==> config.mk <==
export PLATFORM = sky130hd
export DESIGN_NAME = trace_qual_gate
export DESIGN_NICKNAME = d
export VERILOG_FILES = /design/src/rtl/trq_pkg.sv /design/src/rtl/trq_event_cond.sv /design/src/rtl/trq_span_latch.sv /design/src/rtl/trace_qual_gate.sv
export SDC_FILE = /design/constraint.sdc
export NUM_CORES = 1
export LEC_CHECK = 0
export ABC_AREA = 1
export ABC_CLOCK_PERIOD_IN_PS = 3100
export BUFFER_PORTS_ARGS = -buffer_cell sky130_fd_sc_hd__buf_4
export CORE_AREA = 8 8 60 62
export CTS_BUF_LIST = sky130_fd_sc_hd__clkbuf_4
export DETAILED_ROUTE_END_ITERATION = 16
export DIE_AREA = 0 0 68 70
export MAX_ROUTING_LAYER = met4
export PLACE_DENSITY = 0.8
export SYNTH_ARGS = -nofsm -noshare
export SYNTH_HDL_FRONTEND = slang
export SYNTH_SLANG_ARGS = --single-unit
==> constraint.sdc <==
create_clock -name clk -period 3.1 [get_ports clk]
set_input_delay 0.62 -clock clk [delete_from_list [all_inputs] [get_ports clk]]
set_output_delay 0.62 -clock clk [all_outputs]
set_load 0.005 [all_outputs]
==> src/rtl/trq_pkg.sv <==
package trq_pkg;
  typedef enum logic [1:0] {
    QM_FREE_A = 2'b00,
    QM_FREE_B = 2'b01,
    QM_WINDOW = 2'b10,
    QM_SPAN   = 2'b11
  } trq_mode_e;

  localparam int TRQ_NSRC = 3;
  localparam int SRC_WIN  = 0;
  localparam int SRC_STA  = 1;
  localparam int SRC_STO  = 2;

  function automatic logic trq_unqualified(input logic [1:0] m);
    return (m[1] == 1'b0);
  endfunction
endpackage

==> src/rtl/trq_event_cond.sv <==
module trq_event_cond #(
  parameter int NEV  = 16,
  parameter int SELW = 8
) (
  input  logic            clk,
  input  logic            rst_n,
  input  logic            clr,
  input  logic [NEV-1:0]  events,
  input  logic [SELW-1:0] sel,
  input  logic            inv,
  input  logic            sync_en,
  output logic            cond
);
  function automatic logic pick_line(input logic [NEV-1:0] v, input logic [SELW-1:0] s);
    logic r;
    r = 1'b0;
    for (int k = 0; k < NEV; k++)
      if (int'(s) == k) r = v[k];
    return r;
  endfunction

  logic picked, raw, s1, s2;

  assign picked = pick_line(events, sel);
  assign raw    = picked ^ inv;

  always_ff @(posedge clk or negedge rst_n) begin
    if (!rst_n) begin
      s1 <= 1'b0;
      s2 <= 1'b0;
    end else if (clr) begin
      s1 <= 1'b0;
      s2 <= 1'b0;
    end else begin
      s1 <= raw;
      s2 <= s1;
    end
  end

  assign cond = sync_en ? s2 : raw;

  assert_out_of_range_R7: assert property (@(posedge clk) disable iff (!rst_n)
    (int'(sel) >= NEV) |-> (picked == 1'b0));
  assert_sync_depth_R6: assert property (@(posedge clk) disable iff (!rst_n)
    !clr |=> (s2 == $past(s1)));
  assert_clear_sync_R10: assert property (@(posedge clk) disable iff (!rst_n)
    clr |=> (!s1 && !s2));
endmodule

==> src/rtl/trq_span_latch.sv <==
module trq_span_latch (
  input  logic clk,
  input  logic rst_n,
  input  logic clr,
  input  logic start_c,
  input  logic stop_c,
  output logic active
);
  logic start_prev, stop_prev;
  logic start_edge, stop_edge;

  assign start_edge = start_c & ~start_prev;
  assign stop_edge  = stop_c & ~stop_prev;

  always_ff @(posedge clk or negedge rst_n) begin
    if (!rst_n) begin
      start_prev <= 1'b0;
      stop_prev  <= 1'b0;
      active     <= 1'b0;
    end else if (clr) begin
      start_prev <= 1'b0;
      stop_prev  <= 1'b0;
      active     <= 1'b0;
    end else begin
      start_prev <= start_c;
      stop_prev  <= stop_c;
      if (stop_edge)       active <= 1'b0;
      else if (start_edge) active <= 1'b1;
    end
  end

  assert_start_sets_R8: assert property (@(posedge clk) disable iff (!rst_n)
    (start_edge && !stop_edge && !clr) |=> active);
  assert_stop_wins_R9: assert property (@(posedge clk) disable iff (!rst_n)
    stop_edge |=> !active);
  assert_clear_span_R10: assert property (@(posedge clk) disable iff (!rst_n)
    clr |=> !active);
  assert_hold_R8: assert property (@(posedge clk) disable iff (!rst_n)
    (!clr && !start_edge && !stop_edge) |=> (active == $past(active)));
endmodule

==> src/rtl/trace_qual_gate.sv <==
module trace_qual_gate
  import trq_pkg::*;
#(
  parameter int NEV  = 16,
  parameter int SELW = 8
) (
  input  logic            clk,
  input  logic            rst_n,
  input  logic            trace_en,
  input  logic [1:0]      mode,
  input  logic [NEV-1:0]  events,
  input  logic [SELW-1:0] win_sel,
  input  logic            win_inv,
  input  logic            win_sync,
  input  logic [SELW-1:0] start_sel,
  input  logic            start_inv,
  input  logic            start_sync,
  input  logic [SELW-1:0] stop_sel,
  input  logic            stop_inv,
  input  logic            stop_sync,
  output logic            qualify
);
  logic [1:0] mode_q;
  logic       mode_changed, clr;
  logic [SELW-1:0] sel_a  [TRQ_NSRC];
  logic [TRQ_NSRC-1:0] inv_a, sync_a, cond_a;
  logic       span_active;

  always_ff @(posedge clk or negedge rst_n) begin
    if (!rst_n) mode_q <= 2'b00;
    else        mode_q <= mode;
  end

  assign mode_changed = (mode != mode_q);
  assign clr          = ~trace_en | mode_changed;

  assign sel_a[SRC_WIN] = win_sel;
  assign sel_a[SRC_STA] = start_sel;
  assign sel_a[SRC_STO] = stop_sel;
  assign inv_a  = {stop_inv, start_inv, win_inv};
  assign sync_a = {stop_sync, start_sync, win_sync};

  for (genvar g = 0; g < TRQ_NSRC; g++) begin : g_src
    trq_event_cond #(.NEV(NEV), .SELW(SELW)) u_cond (
      .clk     (clk),
      .rst_n   (rst_n),
      .clr     (clr),
      .events  (events),
      .sel     (sel_a[g]),
      .inv     (inv_a[g]),
      .sync_en (sync_a[g]),
      .cond    (cond_a[g])
    );
  end

  trq_span_latch u_span (
    .clk     (clk),
    .rst_n   (rst_n),
    .clr     (clr),
    .start_c (cond_a[SRC_STA]),
    .stop_c  (cond_a[SRC_STO]),
    .active  (span_active)
  );

  always_comb begin
    if (!trace_en)                    qualify = 1'b0;
    else if (trq_unqualified(mode))   qualify = 1'b1;
    else if (mode == QM_WINDOW)       qualify = cond_a[SRC_WIN];
    else                              qualify = span_active;
  end

  assert_off_when_disabled_R2: assert property (@(posedge clk) disable iff (!rst_n)
    !trace_en |-> !qualify);
  assert_free_mode_R3: assert property (@(posedge clk) disable iff (!rst_n)
    (trace_en && !mode[1]) |-> qualify);
  assert_window_follow_R4: assert property (@(posedge clk) disable iff (!rst_n)
    (trace_en && mode == 2'b10) |-> (qualify == cond_a[SRC_WIN]));
  always_ff @(posedge clk)
    if (!rst_n) assert_reset_quiet_R1: assert (!span_active && mode_q == 2'b00);
endmodule

==> results.txt <==
----------------------------------------------------
[STA]
  Shortest period the worst path allows ... between 2 and 2.5 ns
  RSZ-0062 raised after global routing ... false
  Maximum frequency from static timing analysis ... a little over 400 MHz
  Largest clock skew in the final design ... roughly 0.0038 ns
  Worst-Margin Slew ... between 0.3 and 0.4 ns
  Final setup viols ... 0
  Fin. max-slew vios ... 0
  Period utilisation layout ... 0.800
  Number of hold-slack violations in the final timing report ... 0
  Post-route worst setup slack ... 0.619 ns
  Sum Neg Setup Slack ... 0 ns
  Worst slew margin relative to its limit ... 0.779

[Die]
  Die Span Y ... roughly 70 um
  Ports ... 52
  Starting density of the core ... 0.481
  Floorplan die width ... between 60 and 70 um
  Number of placement rows ... 19
  Total Die Area ... between 0.004 and 0.005 mm^2
  Area of the core ... around 0.0027 mm^2

[Worst setup path]
  Critical Path RT ... approximately 2.5 ns
  Worst Path Buf+Inv ... 2
  Destination of the worst register-to-register timing path ... g_src[0].u_cond.s1$_DFF_PN0_
  Cell breakdown of the critical path ... buf_4 > nor2_1 > nand2_1 > nor2_1 > nand4_1 > nand3_1 > nor2_1 > nand2_1 > nand2_1 > nand2_1 > nand2_1 > nand3_1 > nand2_1 > a21oi_1 > buf_4
  Crit path arrival time ... 1.86 ns
  Critical-path cell with the highest stage delay ... sky130_fd_sc_hd__nor2_1
  Dominant cell type by count on the critical path ... sky130_fd_sc_hd__nand2_1
  Reg-to-reg startpoint ... mode_q[1]$_DFF_PN0_
  Worst path max stage delay ... 0.13 ns
  Cell family contributing the most delay on the critical path ... simple AND/OR/NAND/NOR gates
  Largest fanout on the critical path ... 4
  Kind of critical path ... primary input to output port
  CP endpoint kind ... output port
  R2R depth ... 5
  Element type at the critical path start ... primary input
  Worst R2R Setup Slack ... about 2.0 ns

[Synthesis]
  Post-synthesis instance area ... between 0.001 and 0.0015 mm^2
  Mean instance size in the synthesized netlist ... between 5 and 6 um^2
  Distinct cells, synth ... 27
  Most area-consuming cells after synthesis ... sky130_fd_sc_hd__dfrtp_1, sky130_fd_sc_hd__nand2_1, sky130_fd_sc_hd__inv_1
  Number of nets in the synthesized netlist ... 270
  Cells after synthesis ... ~220
  Yosys synthesis warning count ... 0
  Cell type with the highest aggregate area in the netlist ... sky130_fd_sc_hd__dfrtp_1
  Proportion of synthesized chip area in sequential cells ... 0.215
  FF+latch count, synth ... 11
  Post-synth top area share ... 0.215

[Placed design]
  Number of I/O port buffers ... between 50 and 60
  Last weighted congestion value of the routability-driven placer ... ~0.91
  Hpwl dp ... about 2.8 mm
  Cell area after placement ... around 0.0017 mm^2
  Total instance count after detailed placement ... slightly below 300
  Post-placement setup slack ... approximately 0.6 ns

[Power]
  Switching share of power ... 0.312
  NetSw ... approximately 0.00013 W
  Cell internal pwr ... between 0.0002 and 0.0003 W
  Peak VDD IR ... 0.355 mV
  Total power per unit cell area ... approximately 240 mW/mm^2
  Fraction of power consumed by combinational cells ... 0.374
  Proportion of power drawn by flip-flops and latches ... 0.368
  Leakage component of the power ... roughly 0.97 nW
  Clock power frac ... 0.258

[Global routing]
  Via count of the first global-routing pass ... approximately 1.4k
  Pin count of the biggest net entering global routing ... 14
  Initial antenna violation count ... 0
  First-pass GRT wire length ... around 5.8 mm
  GRT Util Overall ... 0.151
  Aggregate global routing overflow ... 0

[Clocking]
  Worst-Skew Late Latency ... 0.27 ns
  Buffer cell driving the clock tree root ... sky130_fd_sc_hd__clkbuf_4
  Number of buffers inserted during clock tree synthesis ... 3
  Clock sinks ... 11
  H-tree levels ... 1
  Bufs on Longest Clock Path ... 2
  CTS tree ... yes
  Quantity of hold-fixing buffers added after cts ... 0
  Clock transition time at the flip-flop clock pins of the worst setup and hold paths ... around 0.070 ns
  Resized Gates After CTS ... 0
  Number of buffers inserted by post-CTS setup repair ... 0

[Routing]
  Post-route DRC ... 0
  Number of vias after detailed routing ... about 1.5k
  Average wire per cell in the routed design ... 10.8 um
  Detailed Route WL ... between 3 and 4 mm
  Total iterations of the first detailed-routing run ... 4
  First DRT Iteration DRCs ... 48
  Remaining antenna violation count after routing ... 0
  Vias per cell ... 4.88

[Layout]
  Number of antenna repair diodes ... 0
  Fillers ... just under 300
  Share of final-layout standard cells stronger than drive strength 1 ... 0.285
  Sequential cell area in the final layout ... approximately 280 um^2
  Finished Cell Area ... approximately 0.0017 mm^2
  Final nets ... around 320
  Area overhead of the layout relative to synthesis ... 32.1%
  Final core occ ... 0.635
  Post-route insts no fill ... between 300 and 400
  Combined area of the multi-input logic cells ... 803 um^2

[Outcome]
  Result of the run ... completed

[Flow run]
  Max-cap check violation count ... 0

[Worst hold path]
  Class of the most critical hold timing path ... primary input to asynchronous set/reset pin

----------------------------------------------------
-- routing by layer --
metal | part of all wire | vias up | wire length (um) | track usage
met5 | 0 | - | 0 | -
met4 | 0.0071 | 0 | 23 | 0.0342
met3 | 0.057 | 4 | 184 | 0.0415
met2 | 0.46 | 35 | 1490 | 0.233
met1 | 0.48 | 633 | 1550 | 0.189
li1 | - | 798 | - | -
-- through the flow --
step                      total power, W  hold slack [ns]
after detailed placement        0.000304            0.460
after global placement          0.000302            0.456
after floorplan                 0.000234            0.324
after CTS                       0.000411            0.164
after global routing            0.000438            0.164
final                           0.000406            0.165
-- power groups by stage --
| stage | sequential (W) | combinational, W | clock [W] |
|---|---|---|---|
| 4_1_cts | 0.000149 | 0.000152 | 0.000109 |
| 3_5_place_dp | 0.000152 | 0.000152 | 0 |
| 3_3_place_gp | 0.000152 | 0.000150 | 0 |
| 5_1_grt | 0.000150 | 0.000172 | 0.000116 |
| 6_report | 0.000149 | 0.000152 | 0.000105 |
| 2_1_floorplan | 0.000152 | 0.0000817 | 0 |
-- cell type report --
cell class	count	area share
multi-input cells	162	0.475
clock buffers	4	0.0178
inverters	42	0.0947
well taps	31	0.0229
repair buffers	51	0.226
flip-flops and latches	11	0.163
-- cell usage after synthesis, drive strengths merged --
| master | instances |
|---|---|
| o21ai | 7 |
| o21bai | 1 |
| inv | 42 |
| nor2 | 35 |
| or2 | 3 |
| a21o | 1 |
| nor4 | 2 |
| o211ai | 4 |
| xor2 | 1 |
| a21oi | 8 |
| buf | 4 |
| dfrtp | 11 |
| nand2 | 61 |
| nor3 | 2 |
| nand4 | 8 |
| nand3b | 1 |
| nand3 | 27 |
| o21a | 1 |
-- kinds of logic (layout without fill, tap and decap cells) --
group,count (synthesis),in the layout,share of synthesized area
compound gates,22,22,0.109
xor+xnor,1,1,0.00684
buf+inv,46,97,0.157
flops,11,11,0.215
simple gates,139,139,0.512
-- placed cells by master, fill, tap and decap left out, types with 3 or more instances in the layout --
master / n
sky130_fd_sc_hd__o21ai_1: 3
sky130_fd_sc_hd__or2_2: 3
sky130_fd_sc_hd__buf_4: 51
sky130_fd_sc_hd__inv_1: 38
sky130_fd_sc_hd__nand2_2: 5
sky130_fd_sc_hd__dfrtp_1: 11
sky130_fd_sc_hd__nand2_1: 55
sky130_fd_sc_hd__o21ai_0: 4
sky130_fd_sc_hd__clkbuf_4: 4
sky130_fd_sc_hd__a21oi_1: 8
sky130_fd_sc_hd__nand4_1: 8
sky130_fd_sc_hd__nor2_1: 33
sky130_fd_sc_hd__nand3_2: 5
sky130_fd_sc_hd__nand3_1: 22
sky130_fd_sc_hd__inv_2: 3
sky130_fd_sc_hd__o211ai_1: 4
-- worst reg2reg max path: stages, from the launching register on --
cell and delay (ns):
sky130_fd_sc_hd__dfrtp_1 0.34, sky130_fd_sc_hd__o21ai_0 0.09, sky130_fd_sc_hd__a21o_1 0.17, sky130_fd_sc_hd__nor2_1 0.15, sky130_fd_sc_hd__inv_1 0.17, sky130_fd_sc_hd__a21oi_1 0.16
-- registers in the layout, indices dropped and copies added (netlist names) --
register / flops
u_span.active: 1
g_src.u_cond.s2: 3
u_span.stop_prev: 1
g_src.u_cond.s1: 3
u_span.start_prev: 1
mode_q: 2
-- how the worst max path moves through the flow --
| stage | from | end | slack, ns | cells after the start |
|---|---|---|---|---|
| finish | win_sel[5] | qualify | 0.62 | 15 |
| global route | win_sel[5] | qualify | 0.36 | 15 |
| CTS | win_sel[5] | qualify | 0.61 | 15 |
| detailed placement | win_sel[5] | qualify | 0.61 | 15 |
| global placement | win_sel[1] | qualify | 0.62 | 10 |
| floorplan | win_sel[1] | qualify | 0.88 | 12 |
Note: power is estimated with default switching activity, not from simulation.
